`config.mk`:
```
export PLATFORM = sky130hd
export DESIGN_NAME = cfgmem_page_prog
export DESIGN_NICKNAME = d
export VERILOG_FILES = /design/src/rtl/cfgprog_pkg.sv /design/src/rtl/cfgprog_page_buf.sv /design/src/rtl/cfgprog_poll_timer.sv /design/src/rtl/cfgprog_addr_mux.sv /design/src/rtl/cfgmem_page_prog.sv
export SDC_FILE = /design/constraint.sdc
export NUM_CORES = 2
export LEC_CHECK = 0
export BUFFER_PORTS_ARGS = -buffer_cell sky130_fd_sc_hd__buf_2
export CAP_MARGIN = 10
export CORE_MARGIN = 1.5
export CORE_UTILIZATION = 50
export CTS_CLUSTER_SIZE = 40
export DETAILED_ROUTE_END_ITERATION = 10
export PLACE_DENSITY = 0.66
export REMOVE_ABC_BUFFERS = 1
export SYNTH_ARGS = -nofsm -noshare
export SYNTH_HDL_FRONTEND = slang
export SYNTH_SLANG_ARGS = --single-unit
```
`constraint.sdc`:
```
create_clock -name clk -period 13.6 [get_ports clk]
set_input_delay 3.4 -clock clk [delete_from_list [all_inputs] [get_ports clk]]
set_output_delay 3.4 -clock clk [all_outputs]
set_load 0.03 [all_outputs]
```
`src/rtl/cfgprog_pkg.sv`:
```
package cfgprog_pkg;

   typedef enum logic [1:0] {
      OP_PAGE_WR = 2'd0,
      OP_PAGE_RD = 2'd1,
      OP_POL_WR  = 2'd2,
      OP_POL_RD  = 2'd3
   } op_e;

   typedef enum logic [1:0] {
      ST_OK       = 2'd0,
      ST_NACK     = 2'd1,
      ST_TIMEOUT  = 2'd2,
      ST_MISMATCH = 2'd3
   } status_e;

   typedef enum logic [2:0] {
      ENG_START  = 3'd0,
      ENG_STOP   = 3'd1,
      ENG_TX_MSB = 3'd2,
      ENG_TX_LSB = 3'd3,
      ENG_RX     = 3'd4
   } eng_cmd_e;

   typedef enum logic [3:0] {
      P_IDLE,
      P_START,
      P_ADDR,
      P_DATA,
      P_STOP,
      P_PSTART,
      P_PADDR,
      P_PSTOP,
      P_ASTOP
   } phase_e;

   localparam logic [23:0] POL_BASE   = 24'h02_0000;
   localparam int          POL_BYTES  = 4;
   localparam int          ADDR_BYTES = 3;

endpackage

```
`src/rtl/cfgprog_page_buf.sv`:
```
module cfgprog_page_buf #(
   parameter  int DEPTH = 128,
   localparam int IDX_W = $clog2(DEPTH)
) (
   input  logic             clk,
   input  logic             rst_n,
   input  logic             host_we,
   input  logic [IDX_W-1:0] host_widx,
   input  logic [7:0]       host_wdata,
   input  logic             seq_we,
   input  logic [IDX_W-1:0] seq_widx,
   input  logic [7:0]       seq_wdata,
   input  logic [IDX_W-1:0] host_ridx,
   output logic [7:0]       host_rdata,
   input  logic [IDX_W-1:0] seq_ridx,
   output logic [7:0]       seq_rdata
);

   logic [7:0] mem_q [DEPTH];

   always_ff @(posedge clk or negedge rst_n) begin
      if (!rst_n) begin
         for (int e = 0; e < DEPTH; e++) mem_q[e] <= 8'h00;
      end else begin
         for (int e = 0; e < DEPTH; e++) begin
            if (seq_we && seq_widx == IDX_W'(e))
               mem_q[e] <= seq_wdata;
            else if (host_we && host_widx == IDX_W'(e))
               mem_q[e] <= host_wdata;
         end
      end
   end

   assign host_rdata = mem_q[host_ridx];
   assign seq_rdata  = mem_q[seq_ridx];


   no_dual_write_chk: assert property (@(posedge clk) disable iff (!rst_n)
      !(seq_we && host_we));

endmodule

```
`src/rtl/cfgprog_poll_timer.sv`:
```
module cfgprog_poll_timer #(
   parameter  int LIMIT = 1_000_000,
   localparam int CW    = $clog2(LIMIT + 1)
) (
   input  logic clk,
   input  logic rst_n,
   input  logic run,
   output logic expired
);

   logic [CW-1:0] cnt_q;

   always_ff @(posedge clk or negedge rst_n) begin
      if (!rst_n)
         cnt_q <= '0;
      else if (!run)
         cnt_q <= '0;
      else if (cnt_q != CW'(LIMIT))
         cnt_q <= cnt_q + 1'b1;
   end

   assign expired = (cnt_q == CW'(LIMIT));


   poll_count_step_chk: assert property (@(posedge clk) disable iff (!rst_n)
      (run && $past(run) && !$past(expired)) |-> (cnt_q == $past(cnt_q) + 1'b1));

endmodule

```
`src/rtl/cfgprog_addr_mux.sv`:
```
module cfgprog_addr_mux
   import cfgprog_pkg::*;
#(
   parameter int ADDR_W = 18
) (
   input  logic [ADDR_W-1:0] addr,
   input  logic [1:0]        sel,
   output logic [7:0]        byte_o
);

   localparam int PAD_W = 8 * ADDR_BYTES;

   logic [PAD_W-1:0] padded;
   logic [7:0]       lane [ADDR_BYTES];

   assign padded = PAD_W'(addr);

   for (genvar b = 0; b < ADDR_BYTES; b++) begin : g_lane
      assign lane[b] = padded[8*(ADDR_BYTES-1-b) +: 8];
   end

   always_comb begin
      byte_o = 8'h00;
      for (int b = 0; b < ADDR_BYTES; b++)
         if (sel == 2'(b)) byte_o = lane[b];
   end

endmodule

```
`src/rtl/cfgmem_page_prog.sv`:
```
module cfgmem_page_prog
   import cfgprog_pkg::*;
#(
   parameter  int PAGE_SIZE       = 128,
   parameter  int ADDR_W          = 18,
   parameter  int CLK_HZ          = 50_000_000,
   parameter  int POLL_TIMEOUT_US = 20_000,
   localparam int IDX_W           = $clog2(PAGE_SIZE),
   localparam int PAGE_W          = ADDR_W - IDX_W
) (
   input  logic              clk,
   input  logic              rst_n,
   input  logic              cmd_valid,
   input  logic [1:0]        cmd_op,
   input  logic [PAGE_W-1:0] cmd_page,
   output logic              cmd_ready,
   input  logic              buf_wr_en,
   input  logic [IDX_W-1:0]  buf_wr_idx,
   input  logic [7:0]        buf_wr_data,
   input  logic [IDX_W-1:0]  buf_rd_idx,
   output logic [7:0]        buf_rd_data,
   output logic              ser_en,
   output logic              eng_req,
   output logic [2:0]        eng_cmd,
   output logic [7:0]        eng_tx_byte,
   output logic              eng_last,
   input  logic              eng_done,
   input  logic              eng_nack,
   input  logic              eng_fault,
   input  logic [7:0]        eng_rx_byte,
   output logic              done,
   output logic [1:0]        status
);

   localparam longint TO_CYC = longint'(CLK_HZ) * longint'(POLL_TIMEOUT_US) / 64'd1_000_000;

   if ((PAGE_SIZE < POL_BYTES) || ((PAGE_SIZE & (PAGE_SIZE - 1)) != 0)) begin : g_bad_page
      $error("PAGE_SIZE must be a power of two of at least 4");
   end
   if ((ADDR_W < 18) || (ADDR_W > 8 * ADDR_BYTES)) begin : g_bad_addr
      $error("ADDR_W must hold the polarity block and fit three address bytes");
   end
   if (TO_CYC < 1) begin : g_bad_timeout
      $error("poll timeout must be at least one clock");
   end

   phase_e           phase_q;
   op_e              op_q;
   logic [IDX_W-1:0] cnt_q;
   logic [ADDR_W-1:0] addr_q;
   logic             mism_q;
   logic             poll_ack_q;
   logic             ser_q;
   logic             done_q;
   status_e          status_q;

   logic             is_rd_op;
   logic             is_pol_op;
   logic [IDX_W-1:0] last_idx;
   logic             bad;
   logic             poll_run;
   logic             timer_expired;
   logic [7:0]       addr_byte;
   logic [1:0]       addr_sel;
   logic [7:0]       seq_rdata;
   logic             seq_we;
   logic             host_we;
   logic             accept;

   assign is_rd_op  = (op_q == OP_PAGE_RD) || (op_q == OP_POL_RD);
   assign is_pol_op = (op_q == OP_POL_WR) || (op_q == OP_POL_RD);
   assign last_idx  = is_pol_op ? IDX_W'(POL_BYTES - 1) : IDX_W'(PAGE_SIZE - 1);
   assign bad       = eng_nack | eng_fault;
   assign poll_run  = (phase_q == P_PSTART) || (phase_q == P_PADDR) || (phase_q == P_PSTOP);
   assign accept    = cmd_valid && (phase_q == P_IDLE);
   assign host_we   = buf_wr_en && (phase_q == P_IDLE);
   assign seq_we    = eng_done && !eng_fault && (phase_q == P_DATA) && (op_q == OP_PAGE_RD);
   assign addr_sel  = (phase_q == P_ADDR) ? cnt_q[1:0] : 2'd0;

   cfgprog_page_buf #(
      .DEPTH (PAGE_SIZE)
   ) u_buf (
      .clk        (clk),
      .rst_n      (rst_n),
      .host_we    (host_we),
      .host_widx  (buf_wr_idx),
      .host_wdata (buf_wr_data),
      .seq_we     (seq_we),
      .seq_widx   (cnt_q),
      .seq_wdata  (eng_rx_byte),
      .host_ridx  (buf_rd_idx),
      .host_rdata (buf_rd_data),
      .seq_ridx   (cnt_q),
      .seq_rdata  (seq_rdata)
   );

   cfgprog_poll_timer #(
      .LIMIT (int'(TO_CYC))
   ) u_timer (
      .clk     (clk),
      .rst_n   (rst_n),
      .run     (poll_run),
      .expired (timer_expired)
   );

   cfgprog_addr_mux #(
      .ADDR_W (ADDR_W)
   ) u_addr (
      .addr   (addr_q),
      .sel    (addr_sel),
      .byte_o (addr_byte)
   );

   // command presented to the bus engine
   always_comb begin
      eng_cmd     = 3'(ENG_START);
      eng_tx_byte = 8'h00;
      eng_last    = 1'b0;
      unique case (phase_q)
         P_START, P_PSTART: eng_cmd = 3'(ENG_START);
         P_ADDR, P_PADDR: begin
            eng_cmd     = 3'(ENG_TX_MSB);
            eng_tx_byte = addr_byte;
         end
         P_DATA: begin
            if (is_rd_op) begin
               eng_cmd  = 3'(ENG_RX);
               eng_last = (cnt_q == last_idx);
            end else begin
               eng_cmd     = 3'(ENG_TX_LSB);
               eng_tx_byte = seq_rdata;
            end
         end
         P_STOP, P_PSTOP, P_ASTOP: eng_cmd = 3'(ENG_STOP);
         default: ;
      endcase
   end

   // sequencer
   always_ff @(posedge clk or negedge rst_n) begin
      if (!rst_n) begin
         phase_q    <= P_IDLE;
         op_q       <= OP_PAGE_WR;
         cnt_q      <= '0;
         addr_q     <= '0;
         mism_q     <= 1'b0;
         poll_ack_q <= 1'b0;
         ser_q      <= 1'b0;
         done_q     <= 1'b0;
         status_q   <= ST_OK;
      end else begin
         done_q <= 1'b0;
         if (accept) begin
            op_q       <= op_e'(cmd_op);
            addr_q     <= (cmd_op[1]) ? POL_BASE[ADDR_W-1:0] : {cmd_page, {IDX_W{1'b0}}};
            cnt_q      <= '0;
            mism_q     <= 1'b0;
            poll_ack_q <= 1'b0;
            ser_q      <= 1'b1;
            phase_q    <= P_START;
         end else if (eng_done && phase_q != P_IDLE) begin
            unique case (phase_q)
               P_START: begin
                  cnt_q   <= '0;
                  phase_q <= bad ? P_ASTOP : P_ADDR;
               end
               P_ADDR: begin
                  if (bad) begin
                     phase_q <= P_ASTOP;
                  end else if (cnt_q == IDX_W'(ADDR_BYTES - 1)) begin
                     cnt_q   <= '0;
                     phase_q <= P_DATA;
                  end else begin
                     cnt_q <= cnt_q + 1'b1;
                  end
               end
               P_DATA: begin
                  if (bad) begin
                     phase_q <= P_ASTOP;
                  end else begin
                     if (op_q == OP_POL_RD && eng_rx_byte != seq_rdata) mism_q <= 1'b1;
                     if (cnt_q == last_idx) begin
                        cnt_q   <= '0;
                        phase_q <= P_STOP;
                     end else begin
                        cnt_q <= cnt_q + 1'b1;
                     end
                  end
               end
               P_STOP: begin
                  if (bad) begin
                     phase_q  <= P_IDLE;
                     ser_q    <= 1'b0;
                     done_q   <= 1'b1;
                     status_q <= ST_NACK;
                  end else if (!is_rd_op) begin
                     phase_q <= P_PSTART;
                  end else begin
                     phase_q  <= P_IDLE;
                     ser_q    <= 1'b0;
                     done_q   <= 1'b1;
                     status_q <= mism_q ? ST_MISMATCH : ST_OK;
                  end
               end
               P_PSTART: phase_q <= eng_fault ? P_ASTOP : P_PADDR;
               P_PADDR: begin
                  poll_ack_q <= !eng_nack;
                  phase_q    <= eng_fault ? P_ASTOP : P_PSTOP;
               end
               P_PSTOP: begin
                  if (eng_fault) begin
                     phase_q  <= P_IDLE;
                     ser_q    <= 1'b0;
                     done_q   <= 1'b1;
                     status_q <= ST_NACK;
                  end else if (poll_ack_q) begin
                     phase_q  <= P_IDLE;
                     ser_q    <= 1'b0;
                     done_q   <= 1'b1;
                     status_q <= ST_OK;
                  end else if (timer_expired) begin
                     phase_q  <= P_IDLE;
                     ser_q    <= 1'b0;
                     done_q   <= 1'b1;
                     status_q <= ST_TIMEOUT;
                  end else begin
                     phase_q <= P_PSTART;
                  end
               end
               P_ASTOP: begin
                  phase_q  <= P_IDLE;
                  ser_q    <= 1'b0;
                  done_q   <= 1'b1;
                  status_q <= ST_NACK;
               end
               default: phase_q <= P_IDLE;
            endcase
         end
      end
   end

   assign cmd_ready = (phase_q == P_IDLE);
   assign eng_req   = (phase_q != P_IDLE);
   assign ser_en    = ser_q;
   assign done      = done_q;
   assign status    = status_q;


   eng_hold_chk: assert property (@(posedge clk) disable iff (!rst_n)
      (eng_req && !eng_done) |=> (eng_req && $stable(eng_cmd) && $stable(eng_tx_byte) && $stable(eng_last)));


   done_pulse_chk: assert property (@(posedge clk) disable iff (!rst_n)
      done |=> !done);


   done_follows_eng_chk: assert property (@(posedge clk) disable iff (!rst_n)
      done |-> $past(eng_done));


   last_on_rx_chk: assert property (@(posedge clk) disable iff (!rst_n)
      eng_last |-> (eng_cmd == 3'(ENG_RX)));


   timeout_cause_chk: assert property (@(posedge clk) disable iff (!rst_n)
      (done && status == 2'(ST_TIMEOUT)) |-> $past(timer_expired));


   ser_cover_chk: assert property (@(posedge clk) disable iff (!rst_n)
      eng_req |-> ser_en);


   done_ser_low_chk: assert property (@(posedge clk) disable iff (!rst_n)
      done |-> !ser_en);

endmodule

```
Word-level counts from Yosys, hierarchy flattened:

Index checks and enable logic that the tools add are counted.

* add/subtract/negate cells: 2
* reductions and logical operators: 417
* magnitude comparators: 2
* equal/unequal tests: 281
* muxes and demuxes: 329
* bitwise operators: 4

Operators with widths (number)
* $mux W8: 263
* $eq A7 B7 Y1 const B: 128
* $eq A7 B6 Y1 const B: 64
* $reduce_bool A2 Y1: 132
* $logic_and A1 B1 Y1: 263
* $eq A7 B5 Y1 const B: 32
* $bmux W8 S7: 2
* $eq A7 B4 Y1 const B: 16
* $eq A7 B3 Y1 const B: 8
* $mux W7: 7
* $mux W20: 2
* $mux W4: 9
* $eq A7 B2 Y1 const B: 4
* $pmux W4 S7: 1
* $mux W1: 24
* $pmux W7 S3: 1
* $add A20 B1 Y20 const B: 1
* $eq A20 B20 Y1 const B: 1
* $ne A20 B20 Y1 const B: 1
* $mux W18: 1
* $mux W3: 6
* $eq A4 B3 Y1 const B: 4
* $ge A8 B8 Y1 const B: 2
* $mux W2: 8
* 35 further kinds: 55

* output and inout port bits: 26
* bits of input ports: 50
* register bits after elaboration: 1081
* logic and storage cells: 1173

Longest topological paths before layout:

* depth after elaboration: 11
* gate-level depth with buffers: 15
* gate-level depth less buffers: 10

By module:

Synthesis repeated with hierarchy kept, for this count alone.

* cells, all modules: 6037
* area, all modules: 67770.0 µm²

By module, submodules not included
* cfgprog_page_buf: sequential area each 25624.6 µm², times used 1, cells an instance 5692, area an instance 64619.5 µm²
* cfgmem_page_prog: sequential area each 750.7 µm², times used 1, cells an instance 216, area an instance 1968.1 µm²
* cfgprog_poll_timer: sequential area each 500.5 µm², times used 1, cells an instance 116, area an instance 1071.0 µm²
* cfgprog_addr_mux: sequential area each 0.0 µm², times used 1, cells an instance 13, area an instance 111.4 µm²

Worst setup path after synthesis:

No wires, ideal clock.

* kind: input -> output
* start point: input buf_rd_idx[0]
* end point: output buf_rd_data[0]
* data required time: 10.200 ns
* data arrival time: 5.910 ns
* stages on the path: 6
* setup slack: 4.290 ns
* buffers on the path: 2
* cell sequence: clkbuf_1 -> clkbuf_1 -> mux4_2 -> mux4_2 -> mux4_2 -> mux2_2

* word-level cells in the longest chain between the ends: 4

Ends and longest elaborated chain
* start, declared: RTL line cfgmem_page_prog.sv:20 `input logic [IDX_W-1:0] buf_rd_idx,`
* $not A7 Y8 (implied by the code): RTL line cfgprog_page_buf.sv:34 `assign host_rdata = mem_q[host_ridx];`
* $bmux W8 S7: RTL line cfgprog_page_buf.sv:34
* $mux W8 (implied by the code) (2 in series): RTL line cfgprog_page_buf.sv:34
* end, declared: RTL line cfgmem_page_prog.sv:21 `output logic [7:0] buf_rd_data,`

No other way between the ends. The select of a mux whose other input is x is not followed.

Worst setup path after layout:

* start point: input buf_rd_idx[1]
* end point: output buf_rd_data[7]

Same word-level chain as after synthesis.

==> results.json <==
{
  "fin_crit_sh": 0.7674,
  "critPathKind": "input port to output port",
  "period_minus_slack_ns": 10.44,
  "num_rows": 130,
  "ys_seq_area_frac": 0.4256,
  "setup_viol": 0,
  "drive_gt1_frac": 0.1610,
  "io_buffers": 75,
  "wl_per_cell_um": 35.03,
  "grt_start_max_net_pins": 166,
  "dr.pass1.iters": 8,
  "worst_slew_pin_slew_ns": 1.453,
  "layout_setup_ws_ns": 3.163,
  "nets": 6150,
  "gr-usage-all-layers": 0.4281,
  "skew_ns": 0.03648,
  "r2r_slack_ns": 8.43,
  "clkTransAtPathRegs_ns": 0.06,
  "hpwlAfterDp_mm": 181.3,
  "dieHeight_um": 358.4,
  "antenna_found_initial": 22,
  "hold_path_class": "flip-flop to flip-flop",
  "cts_buffers": 117,
  "vias": 57597,
  "coreArea_sq_mm": 0.1254,
  "post_cts_resized": 0,
  "place_area_sq_mm": 0.06472,
  "start_util": 0.5036,
  "fill_cells": 10859,
  "drc_errors": 0,
  "dieArea_sq_mm": 0.1284,
  "cts_setup_buffers": 0,
  "drv_cap": 0,
  "crit_fanout": 65,
  "powerDensity_mw_per_mm2": 130.3,
  "ctsHoldBuffers": 0,
  "htreeDepth": 3,
  "finalNonFillerCells": 7854,
  "yosysUniqueCellTypes": 67,
  "clock_sinks": 1074,
  "synth_area_sq_mm": 0.06315,
  "grt_overflow": 0,
  "cts_buffer_depth": 3,
  "via_per_inst": 7.333,
  "final_common_cell": "nand2_1",
  "cp.arrival_ns": 7.04,
  "ant_nets": 0,
  "relSlewSlack": 0.02927,
  "holdWs_ns": 0.4906,
  "routed_wl_mm": 275.1,
  "clock-root-buffer": "clkbuf_16",
  "area_growth_pct": 8.932,
  "synth_edf_count": 0,
  "crit_path_end_kind": "output port",
  "drtIter0Drc": 10366,
  "die_w_um": 358.4,
  "place.gp.congestion": 1.121,
  "ys_warn_count": 0,
  "final_cell_mix": "2,137 x nand2_1, 1,069 x dfrtp_1, 1,018 x a22oi_1",
  "dp.cells": 7623,
  "num_io_pins": 76,
  "async_flop_share": 1.000,
  "grt_pass1_vias": 53453,
  "syn_avg_cell_area_sq_um": 10.13,
  "clk_latency_ns": 0.78,
  "grt_pass1_wl_mm": 393.7,
  "start_kind": "input port",
  "hold_viol_final": 0,
  "fmax_mhz": 95.81,
  "cts_tree": "built",
  "slew_violations": 0,
  "outcome": "completed",
  "fin_area_sq_mm": 0.06879,
  "p_leak_nw": 31.42,
  "place_ws_ns": 3.226,
  "synthCells": 6233,
  "synth-seq-cells": 1074,
  "rsz0062_at_grt": "false",
  "ys.flop_type": "dfrtp_1",
  "peakVddDrop_mv": 0.1194,
  "crit_required_ns": 10.20
}
-- cell families (layout without fill, tap and decap cells) --
family                   after synthesis  in the layout  synth area share
AO/OA/AOI/OAI                       1202           1202            0.1403
XOR/XNOR                              23             23          0.003190
adder cells (fa/ha/maj)                6              6          0.001189
flip-flops                          1074           1074            0.4256
AND/OR/NAND/NOR                     2767           2767            0.1710
buffers and inverters                458            416           0.03138
other                                  0             13                 0
multiplexers                         703            703            0.2273
-- worst max-delay path, stage by stage --
cell    delay [ns]
buf_8         0.38
buf_4         0.80
mux4_2        0.42
mux4_2        0.64
mux4_2        0.64
mux2_2        0.38
buf_2         0.20
-- routing by layer --
metal / part of all wire / GRT usage
met3: 0.18 / 0.2115
met2: 0.40 / 0.5733
met1: 0.34 / 0.5468
met5: 0.0020 / 0.009630
met4: 0.085 / 0.2745
-- registers in the layout (all words and copies together) (netlist names) --
signal         count
addr_q            11
cnt_q              7
done               1
mism_q             1
op_q               2
phase_q            4
poll_ack_q         1
ser_en             1
status             2
u_buf.mem_q     1024
u_timer.cnt_q     20
-- metrics by stage --
stage	total power [mW]	util	TNS, ns
after floorplan	4.708	-	-10.12
after global placement	5.481	0.5161	0
after detailed placement	5.514	0.5161	0
after CTS	8.847	0.5480	0
after global routing	9.167	0.5483	0
final	8.967	0.5485	0
-- synth_stat cells, types with 8 or more instances --
| master | n | area share |
|---|---|---|
| a211oi_1 | 15 | 0.0018 |
| a21oi_1 | 37 | 0.0029 |
| a22o_1 | 8 | 0.0011 |
| a22oi_1 | 1018 | 0.12 |
| a31oi_1 | 9 | 0.00089 |
| and3_1 | 8 | 0.00079 |
| buf_1 | 31 | 0.0018 |
| buf_2 | 60 | 0.0048 |
| buf_4 | 22 | 0.0026 |
| buf_6 | 14 | 0.0025 |
| clkbuf_1 | 318 | 0.019 |
| dfrtp_1 | 1074 | 0.43 |
| inv_1 | 13 | 0.00077 |
| mux2_2 | 19 | 0.0034 |
| mux2i_1 | 101 | 0.016 |
| mux4_2 | 583 | 0.21 |
| nand2_1 | 2137 | 0.13 |
| nand2b_1 | 22 | 0.0022 |
| nand3_1 | 48 | 0.0038 |
| nor2_1 | 451 | 0.027 |
| nor2b_1 | 30 | 0.0030 |
| nor3_1 | 17 | 0.0013 |
| nor4_1 | 15 | 0.0015 |
| o21ai_0 | 44 | 0.0035 |
| o22ai_1 | 13 | 0.0013 |
| xor2_1 | 18 | 0.0025 |
-- report_power, final --
| group | total, mW | switching [mW] | internal [mW] |
|---|---|---|---|
| clock network | 3.38 | 1.43 | 1.95 |
| logic | 1.63 | 1.01 | 0.617 |
| registers | 3.96 | 0.461 | 3.50 |
-- layout make-up --
class / count / area [sq um] / share of cell area
multi-input cells: 4701 / 34290 / 0.4985
flip-flops and latches: 1074 / 26890 / 0.3909
clock buffers: 170 / 3471 / 0.05046
well taps: 1650 / 2064 / 0.03001
repair buffers: 187 / 1460 / 0.02123
clock inverters: 46 / 529.3 / 0.007694
inverters: 13 / 48.80 / 0.0007094
diodes: 13 / 32.53 / 0.0004729
-- path summary, 6_finish.rpt --
path	startpoint	end	depth (start not counted)
max in group asynchronous	rst_n	u_buf.mem_q[397]$_DFFE_PN0P_	3
max	buf_rd_idx[1]	buf_rd_data[7]	7
max reg2reg	cnt_q[1]$_DFFE_PN0P_	mism_q$_DFFE_PN0P_	10
min reg2reg	u_buf.mem_q[906]$_DFFE_PN0P_	u_buf.mem_q[906]$_DFFE_PN0P_	2
min in group asynchronous	rst_n	u_timer.cnt_q[12]$_DFFE_PN0P_	1
min	u_buf.mem_q[906]$_DFFE_PN0P_	u_buf.mem_q[906]$_DFFE_PN0P_	2
Note: power is estimated with default switching activity, not from simulation.
